[config.mk]
export PLATFORM = sky130hd
export DESIGN_NAME = lane_add_tree
export DESIGN_NICKNAME = d
export VERILOG_FILES = /design/src/rtl/lane_add_pkg.sv /design/src/rtl/lane_add_cell.sv /design/src/rtl/lane_add_layer.sv /design/src/rtl/lane_add_stage.sv /design/src/rtl/lane_add_tree.sv
export SDC_FILE = /design/constraint.sdc
export NUM_CORES = 1
export LEC_CHECK = 0
export BUFFER_PORTS_ARGS = -buffer_cell sky130_fd_sc_hd__buf_4
export CAP_MARGIN = 20
export CORE_MARGIN = 2
export CORE_UTILIZATION = 45
export CTS_BUF_LIST = sky130_fd_sc_hd__clkbuf_8 sky130_fd_sc_hd__clkbuf_16
export DETAILED_ROUTE_END_ITERATION = 8
export PLACE_DENSITY = 0.68
export SYNTH_ARGS = -nofsm -noshare
export SYNTH_HDL_FRONTEND = slang
export SYNTH_SLANG_ARGS = --single-unit
[constraint.sdc]
create_clock -name clk -period 9.62 [get_ports clk]
set_input_delay 1.443 -clock clk [delete_from_list [all_inputs] [get_ports clk]]
set_output_delay 1.443 -clock clk [all_outputs]
set_load 0.05 [all_outputs]
[src/rtl/lane_add_pkg.sv]
package lane_add_pkg;

    localparam int W      = 16;  // operand and result width
    localparam int CUT_LO = 4;   // first bit of the lane above the low cut
    localparam int CUT_HI = 8;   // first bit of the lane above the high cut

    // number of values alive at tree level lvl when n values enter
    function automatic int slot_count(input int n, input int lvl);
        return (n + (1 << lvl) - 1) >> lvl;
    endfunction

endpackage

[src/rtl/lane_add_cell.sv]
module lane_add_cell
    import lane_add_pkg::*;
(
    input  logic         clk,
    input  logic         rst_n,
    input  logic         split_lo,
    input  logic         split_hi,
    input  logic [W-1:0] a_i,
    input  logic [W-1:0] b_i,
    output logic [W-1:0] sum_o
);

    // ripple adder whose carry is killed at each active cut
    always_comb begin
        logic cy;
        cy = 1'b0;
        for (int i = 0; i < W; i++) begin
            if ((i == CUT_LO && split_lo) || (i == CUT_HI && split_hi))
                cy = 1'b0;
            sum_o[i] = a_i[i] ^ b_i[i] ^ cy;
            cy = (a_i[i] & b_i[i]) | (cy & (a_i[i] ^ b_i[i]));
        end
    end

    AST_WHOLE_WORD: assert property (@(posedge clk) disable iff (!rst_n)
        (!split_lo && !split_hi) |-> (sum_o == a_i + b_i));

    AST_BYTE_LANES: assert property (@(posedge clk) disable iff (!rst_n)
        (!split_lo && split_hi) |->
            ((sum_o[W-1:CUT_HI] == a_i[W-1:CUT_HI] + b_i[W-1:CUT_HI]) &&
             (sum_o[CUT_HI-1:0] == a_i[CUT_HI-1:0] + b_i[CUT_HI-1:0])));

    AST_NIBBLE_CUT: assert property (@(posedge clk) disable iff (!rst_n)
        (split_lo && !split_hi) |->
            ((sum_o[W-1:CUT_LO] == a_i[W-1:CUT_LO] + b_i[W-1:CUT_LO]) &&
             (sum_o[CUT_LO-1:0] == a_i[CUT_LO-1:0] + b_i[CUT_LO-1:0])));

    AST_THREE_LANES: assert property (@(posedge clk) disable iff (!rst_n)
        (split_lo && split_hi) |->
            ((sum_o[W-1:CUT_HI] == a_i[W-1:CUT_HI] + b_i[W-1:CUT_HI]) &&
             (sum_o[CUT_HI-1:CUT_LO] == a_i[CUT_HI-1:CUT_LO] + b_i[CUT_HI-1:CUT_LO]) &&
             (sum_o[CUT_LO-1:0] == a_i[CUT_LO-1:0] + b_i[CUT_LO-1:0])));

endmodule

[src/rtl/lane_add_layer.sv]
module lane_add_layer
    import lane_add_pkg::*;
#(
    parameter int N_SRC = 2
) (
    input  logic                         clk,
    input  logic                         rst_n,
    input  logic                         split_lo,
    input  logic                         split_hi,
    input  logic [N_SRC*W-1:0]           src_i,
    output logic [((N_SRC+1)/2)*W-1:0]   dst_o
);

    localparam int N_PAIR = N_SRC / 2;
    localparam bit ODD    = (N_SRC % 2) == 1;

    for (genvar j = 0; j < N_PAIR; j++) begin : g_pair
        lane_add_cell u_cell (
            .clk      (clk),
            .rst_n    (rst_n),
            .split_lo (split_lo),
            .split_hi (split_hi),
            .a_i      (src_i[(2*j)*W +: W]),
            .b_i      (src_i[(2*j+1)*W +: W]),
            .sum_o    (dst_o[j*W +: W])
        );
    end

    // an operand without a partner moves up one level unchanged
    if (ODD) begin : g_carry_up
        assign dst_o[N_PAIR*W +: W] = src_i[(N_SRC-1)*W +: W];
    end

endmodule

[src/rtl/lane_add_stage.sv]
module lane_add_stage #(
    parameter int BITS = 16
) (
    input  logic            clk,
    input  logic            rst_n,
    input  logic [BITS-1:0] d_i,
    input  logic            lo_i,
    input  logic            hi_i,
    output logic [BITS-1:0] q_o,
    output logic            lo_o,
    output logic            hi_o
);

    always_ff @(posedge clk or negedge rst_n) begin
        if (!rst_n) begin
            q_o  <= '0;
            lo_o <= 1'b0;
            hi_o <= 1'b0;
        end else begin
            q_o  <= d_i;
            lo_o <= lo_i;
            hi_o <= hi_i;
        end
    end

endmodule

[src/rtl/lane_add_tree.sv]
module lane_add_tree
    import lane_add_pkg::*;
#(
    parameter int       N_IN       = 5,
    parameter bit [7:0] REG_LEVELS = 8'b0001_0101
) (
    input  logic                                 clk,
    input  logic                                 rst_n,
    input  logic                                 split_lo,
    input  logic                                 split_hi,
    input  logic [((N_IN > 0) ? N_IN : 1)*W-1:0] ops_i,
    output logic [W-1:0]                         sum_o
);

    localparam int SLOTS   = (N_IN > 0) ? N_IN : 1;
    localparam int TOP_LEV = $clog2(SLOTS);

    for (genvar l = 0; l <= TOP_LEV; l++) begin : g_lv
        localparam int CNT = slot_count(SLOTS, l);
        logic [CNT*W-1:0] raw;
        logic [CNT*W-1:0] q;
        logic             raw_lo, raw_hi, q_lo, q_hi;

        if (l == 0) begin : g_src
            assign raw    = (N_IN == 0) ? '0 : ops_i;
            assign raw_lo = split_lo;
            assign raw_hi = split_hi;
        end else begin : g_sum
            lane_add_layer #(.N_SRC(slot_count(SLOTS, l - 1))) u_layer (
                .clk      (clk),
                .rst_n    (rst_n),
                .split_lo (g_lv[l-1].q_lo),
                .split_hi (g_lv[l-1].q_hi),
                .src_i    (g_lv[l-1].q),
                .dst_o    (raw)
            );
            assign raw_lo = g_lv[l-1].q_lo;
            assign raw_hi = g_lv[l-1].q_hi;
        end

        if (REG_LEVELS[l]) begin : g_reg
            lane_add_stage #(.BITS(CNT*W)) u_stage (
                .clk   (clk),
                .rst_n (rst_n),
                .d_i   (raw),
                .lo_i  (raw_lo),
                .hi_i  (raw_hi),
                .q_o   (q),
                .lo_o  (q_lo),
                .hi_o  (q_hi)
            );
        end else begin : g_wire
            assign q    = raw;
            assign q_lo = raw_lo;
            assign q_hi = raw_hi;
        end
    end

    assign sum_o = g_lv[TOP_LEV].q;

    if (N_IN == 0) begin : g_empty_chk
        AST_EMPTY_ZERO: assert property (@(posedge clk) disable iff (!rst_n)
            sum_o == '0);
    end

endmodule

# ---- After elaboration in Yosys (flattened, before gate mapping)
# Cells that the tools add are included.
dict set report word_totals {
  latchBits 0
  memories 0
  wordCells 310
  rom_bits 0
  ram_bits 0
  ff_bits 116
}
dict set report classes {
  n_shift 0
  reduce_logical 0
  mux 8
  n_div 0
  n_bitwise 296
  multipliers 0
  n_eq_ne 0
  addsub 0
  order_cmp 0
}
# op n
set op_table {}
lappend op_table {{1-bit bitwise XOR} 124}
lappend op_table {{1-bit AND} 116}
lappend op_table {{1-bit bitwise OR} 56}
lappend op_table {{1-bit 2-to-1 mux} 8}

# ---- Depth between registers and ports, before layout
dict set report depth {
  depth_word 34
  depth_mapped 22
}

# ---- Hierarchy
# A second synthesis with hierarchy kept.
dict set report unflattened {
  cells_unflattened 240
  hier_area_um2 4534.3
}
# mod seq_area_each_um2 cells_per_inst area_each_um2 instances
set modules_own_cells {}
lappend modules_own_cells {{lane_add_stage at g_lv[0].g_reg.u_stage} 2052.0 82 2052.0 1}
lappend modules_own_cells {lane_add_cell 0.0 23 347.8 4}
lappend modules_own_cells {{lane_add_stage at g_lv[2].g_reg.u_stage} 850.8 34 850.8 1}
lappend modules_own_cells {{lane_add_layer at g_lv[1].g_sum.u_layer ...} 0.0 16 120.1 2}

# ---- Worst setup path before layout
# Ideal clock, no wire load.
dict set report synth_path {
  path_type {register to output}
  startpoint {reg g_lv[2].g_reg.u_stage.q_o[0]}
  endpoint {out sum_o[15]}
  slack_ps 483
  path_buffers 0
  stages_incl_launch_ff 21
  arrival_time_ps 7694
  cell_sequence {dfrtp_1 > ha_1 > inv_1 > fa_1 > inv_1 > fa_1 > fa_1 > nor2b_1 > fa_1 > fa_1 > fa_1 > fa_1 > nor2b_1 > fa_1 > fa_1 > fa_1 > fa_1 > fa_1 > fa_1 > fa_1 > xnor2_1}
}
dict set report synth_between {
  elab_chain_len 32
}
# item line
set synth_lines {}
lappend synth_lines {{start, declared} lane_add_stage.sv:9} ;# output logic [BITS-1:0] q_o,
lappend synth_lines {{start signal, assigned} lane_add_stage.sv:20} ;# q_o <= d_i;
lappend synth_lines {{1-bit AND (2 in a row)} lane_add_cell.sv:21} ;# cy = (a_i[i] & b_i[i]) | (cy & (a_i[i] ^ b_i[i]));
lappend synth_lines {{1-bit bitwise OR} lane_add_cell.sv:21}
lappend synth_lines {{1-bit AND} lane_add_cell.sv:21}
lappend synth_lines {{1-bit bitwise OR} lane_add_cell.sv:21}
lappend synth_lines {{1-bit AND} lane_add_cell.sv:21}
lappend synth_lines {{1-bit bitwise OR} lane_add_cell.sv:21}
lappend synth_lines {{1-bit 2-to-1 mux} lane_add_cell.sv:18} ;# if ((i == CUT_LO && split_lo) || (i == CUT_HI && split_hi))
lappend synth_lines {{1-bit AND} lane_add_cell.sv:21}
lappend synth_lines {{[15 not listed]} --}
lappend synth_lines {{1-bit bitwise OR} lane_add_cell.sv:21}
lappend synth_lines {{1-bit AND} lane_add_cell.sv:21}
lappend synth_lines {{1-bit bitwise OR} lane_add_cell.sv:21}
lappend synth_lines {{1-bit AND} lane_add_cell.sv:21}
lappend synth_lines {{1-bit bitwise OR} lane_add_cell.sv:21}
lappend synth_lines {{1-bit AND} lane_add_cell.sv:21}
lappend synth_lines {{1-bit bitwise OR} lane_add_cell.sv:21}
lappend synth_lines {{1-bit bitwise XOR} lane_add_cell.sv:20} ;# sum_o[i] = a_i[i] ^ b_i[i] ^ cy;
lappend synth_lines {{end, declared} lane_add_tree.sv:12} ;# output logic [W-1:0] sum_o
# Every way passes these cells.

# ---- Final worst setup path
# Ends and elaborated chain as after synthesis.

==> flow_summary.toml <==
[hold_path]
hold_end = "g_lv[2].g_reg.u_stage.q_o[22]"
hold_path_class = "reg2reg"
hp-start = "g_lv[0].g_reg.u_stage.q_o[70]"
holdPathStages = 0

[critical_path]
cp_top_family = "adder cells"
crit_slowest_cell = "fa_1"
reg2reg_to = "g_lv[2].g_reg.u_stage.q_o[15]"
path_class = "reg2out"
r2r_slack_ps = 850
critical_path_arrival_ps = 7810
path_cells = "ha_1 > inv_1 > fa_1 > inv_1 > fa_1 > fa_1 > nor2b_1 > fa_1 > fa_1 > fa_2 > fa_1 > nor2b_1 > fa_1 > fa_1 > fa_1 > fa_1 > fa_2 > fa_1 > fa_1 > xnor2_1 > buf_4"
critPathRequiredTime_ps = 8180
cp-start-kind = "flop"
rr_worst_depth = 22
cpPeakStageDelay_ps = 470
critical_path.max_fanout = 1
critPathBufInv = 3
worstReg2RegStart = "g_lv[0].g_reg.u_stage.q_o[0]"
critPathLaunch = "g_lv[2].g_reg.u_stage.q_o[0]"
critPathCaptureType = "output pin"
cpMostUsedCell = "fa_1"

[logic_synthesis]
synth_edf_count = 0
synth_cell_types = 8
yosysTopAreaCellShare = 0.640
yosys_warnings = 0
yosys.area.top_type = "dfrtp_1"
async_flop_share = 1.00
yosys-top-cells-area = "dfrtp_1, fa_1, inv_1, ha_1, xnor3_1"
synthCells = 278
ys_ff_latch = 116
yosysMostFrequentCell = "dfrtp_1"
syn-num-nets = 422
yosysSeqAreaShare = 0.640
yosys-top-cells-count = "dfrtp_1, inv_1, fa_1"
syn_area_um2 = 4530
synth_flop_cell = "dfrtp_1"
avgSynthCellArea_um2 = 16.3

[sta]
setup_total_negative_slack_ps = 0
fin_ws_ps = 371
final-setup-viol-count = 0
skew_ps = 6.31
max_slew_margin = 0.534
slew_violations = 0
period_needed_ps = 9250
fmax_ghz = 0.108
rsz0062_at_grt = "no"
finalCritPeriodShare = 0.961
finalHoldViolations = 0
tightest_slew_ps = 699

[detailed_routing]
wirelength_um = 6560
drtIter0Drc = 36
ant_nets = 0
wire_per_inst_um = 12.1
vias = 2194
drc = 0
routed_via_density = 4.04
first_pass_iters = 2

[placement]
gp_congestion = 0.707
dp_slack_ps = 695
portBuffers = 99
dp.cells = 511
place_hpwl_um = 5030

[power_and_ir_drop]
p_sw_uw = 590
peakVddDrop_mv = 0.172
p_int_mw = 1.15
power.share.combinational = 0.325
p_leak_nw = 3.09
clkPwrFrac = 0.349
swShare = 0.339
p_per_area_nw_per_um2 = 288
seq_power_share = 0.326

[clock_tree]
cts.path.max_buffers = 2
clock_latency_ps = 500
clkSinkCount = 116
clockRootBuffer = "clkbuf_8"
cts_max_level = 4
numCtsBuffers = 17
tritoncts = "yes"
postCtsSetupBuffers = 0
clk_pin_slew_ps = 50

[final_layout]
layout-drive-gt1-share = 0.327
layout.cells.non_filler = 543
fin_nets = 541
syn2layout_area_growth_pct = 33.4
diodes = 0

[status]
status = "finished, final reports clean"

[die]
num_rows = 36
die_area_um2 = 10900
die_y_um = 104
die_x_um = 104
coreArea_um2 = 9770
start_util = 0.464
ios = 100

[global_route]
grt_usage = 0.140
antenna_found_initial = 0
grt_pass1_vias = 2534
grt_pass1_wl_um = 11200
grt_overflow = 0
grt_max_degree = 60

[run]
drv_cap = 0
==> worst max-delay path by stage <==
| stage | endpoint | slack, ps | cells after the start |
|---|---|---|---|
| 4_1_cts | sum_o[15] | 150 | 21 |
| 2_1_floorplan | sum_o[15] | 480 | 20 |
| 3_3_place_gp | sum_o[15] | 760 | 21 |
| 6_report | sum_o[15] | 370 | 21 |
| 3_5_place_dp | sum_o[15] | 690 | 21 |
| 5_1_grt | sum_o[15] | 20 | 21 |
==> registers in the layout (all words and copies together), names as in the netlist <==
signal and count:
g_lv.g_reg.u_stage.hi_o 2, g_lv.g_reg.u_stage.lo_o 2, g_lv.g_reg.u_stage.q_o 112
==> layer usage <==
| layer | up-vias | share of wire | global-route usage |
|---|---|---|---|
| met3 | 12 | 0.070 | 0.0564 |
| met1 | 1105 | 0.36 | 0.156 |
| met5 | - | 0 | 0 |
| li1 | 1004 | - | - |
| met4 | 0 | 0.017 | 0.0695 |
| met2 | 73 | 0.55 | 0.232 |
==> power groups by stage <==
stage,sequential (mW),combinational (mW),clock (mW)
6_report,0.568,0.567,0.608
5_1_grt,0.574,0.618,0.651
4_1_cts,0.569,0.579,0.623
3_5_place_dp,0.577,0.577,0
3_3_place_gp,0.576,0.571,0
2_1_floorplan,0.572,0.430,0
==> layout by cell type (no fill, tap or decap) <==
master / netlist / routed
dfrtp_1: 116 / 116
buf_4: 0 / 100
inv_1: 88 / 92
fa_1: 56 / 54
clkbuf_16: 0 / 16
or2_2: 4 / 4
nor2b_1: 4 / 4
xnor2_1: 4 / 4
ha_1: 4 / 4
clkbuf_8: 0 / 4
bufinv_16: 0 / 3
xnor3_1: 2 / 2
fa_2: 0 / 2
clkinvlp_4: 0 / 2
clkinv_2: 0 / 2
clkinv_4: 0 / 1
==> final cells by class <==
class | count | area, um^2
Clock buffer | 20 | 455
Clock inverter | 12 | 139
Fill cell | 744 | 3720
Inverter | 88 | 330
Multi-Input combinational cell | 74 | 1310
Sequential cell | 116 | 2900
Tap cell | 133 | 166
Timing Repair Buffer | 100 | 751
==> cell families after synthesis <==
group	after synthesis	share of synthesized area
DFF	116	0.640
and+or+nand+nor	8	0.0110
adders and majority gates	60	0.258
xor gates and xnor gates	6	0.0177
buffers and inverters	88	0.0728
==> metrics by stage <==
stage,hold slack [ps],area [um^2],utilization,power [mW]
floorplan,331,4530,-,1.00
detailed placement,336,5450,0.558,1.15
CTS,344,6050,0.619,1.77
global placement,333,5450,0.558,1.15
finish,342,6050,0.619,1.74
global route,349,6050,0.619,1.84
==> repair_timing <==
action                                  4_1_cts  5_1_grt
hold buffers                                  0        0
endpoints found under the setup margin        0        2
gates resized for setup                       0        2
No activity file was read; power rests on OpenSTA's default activity.
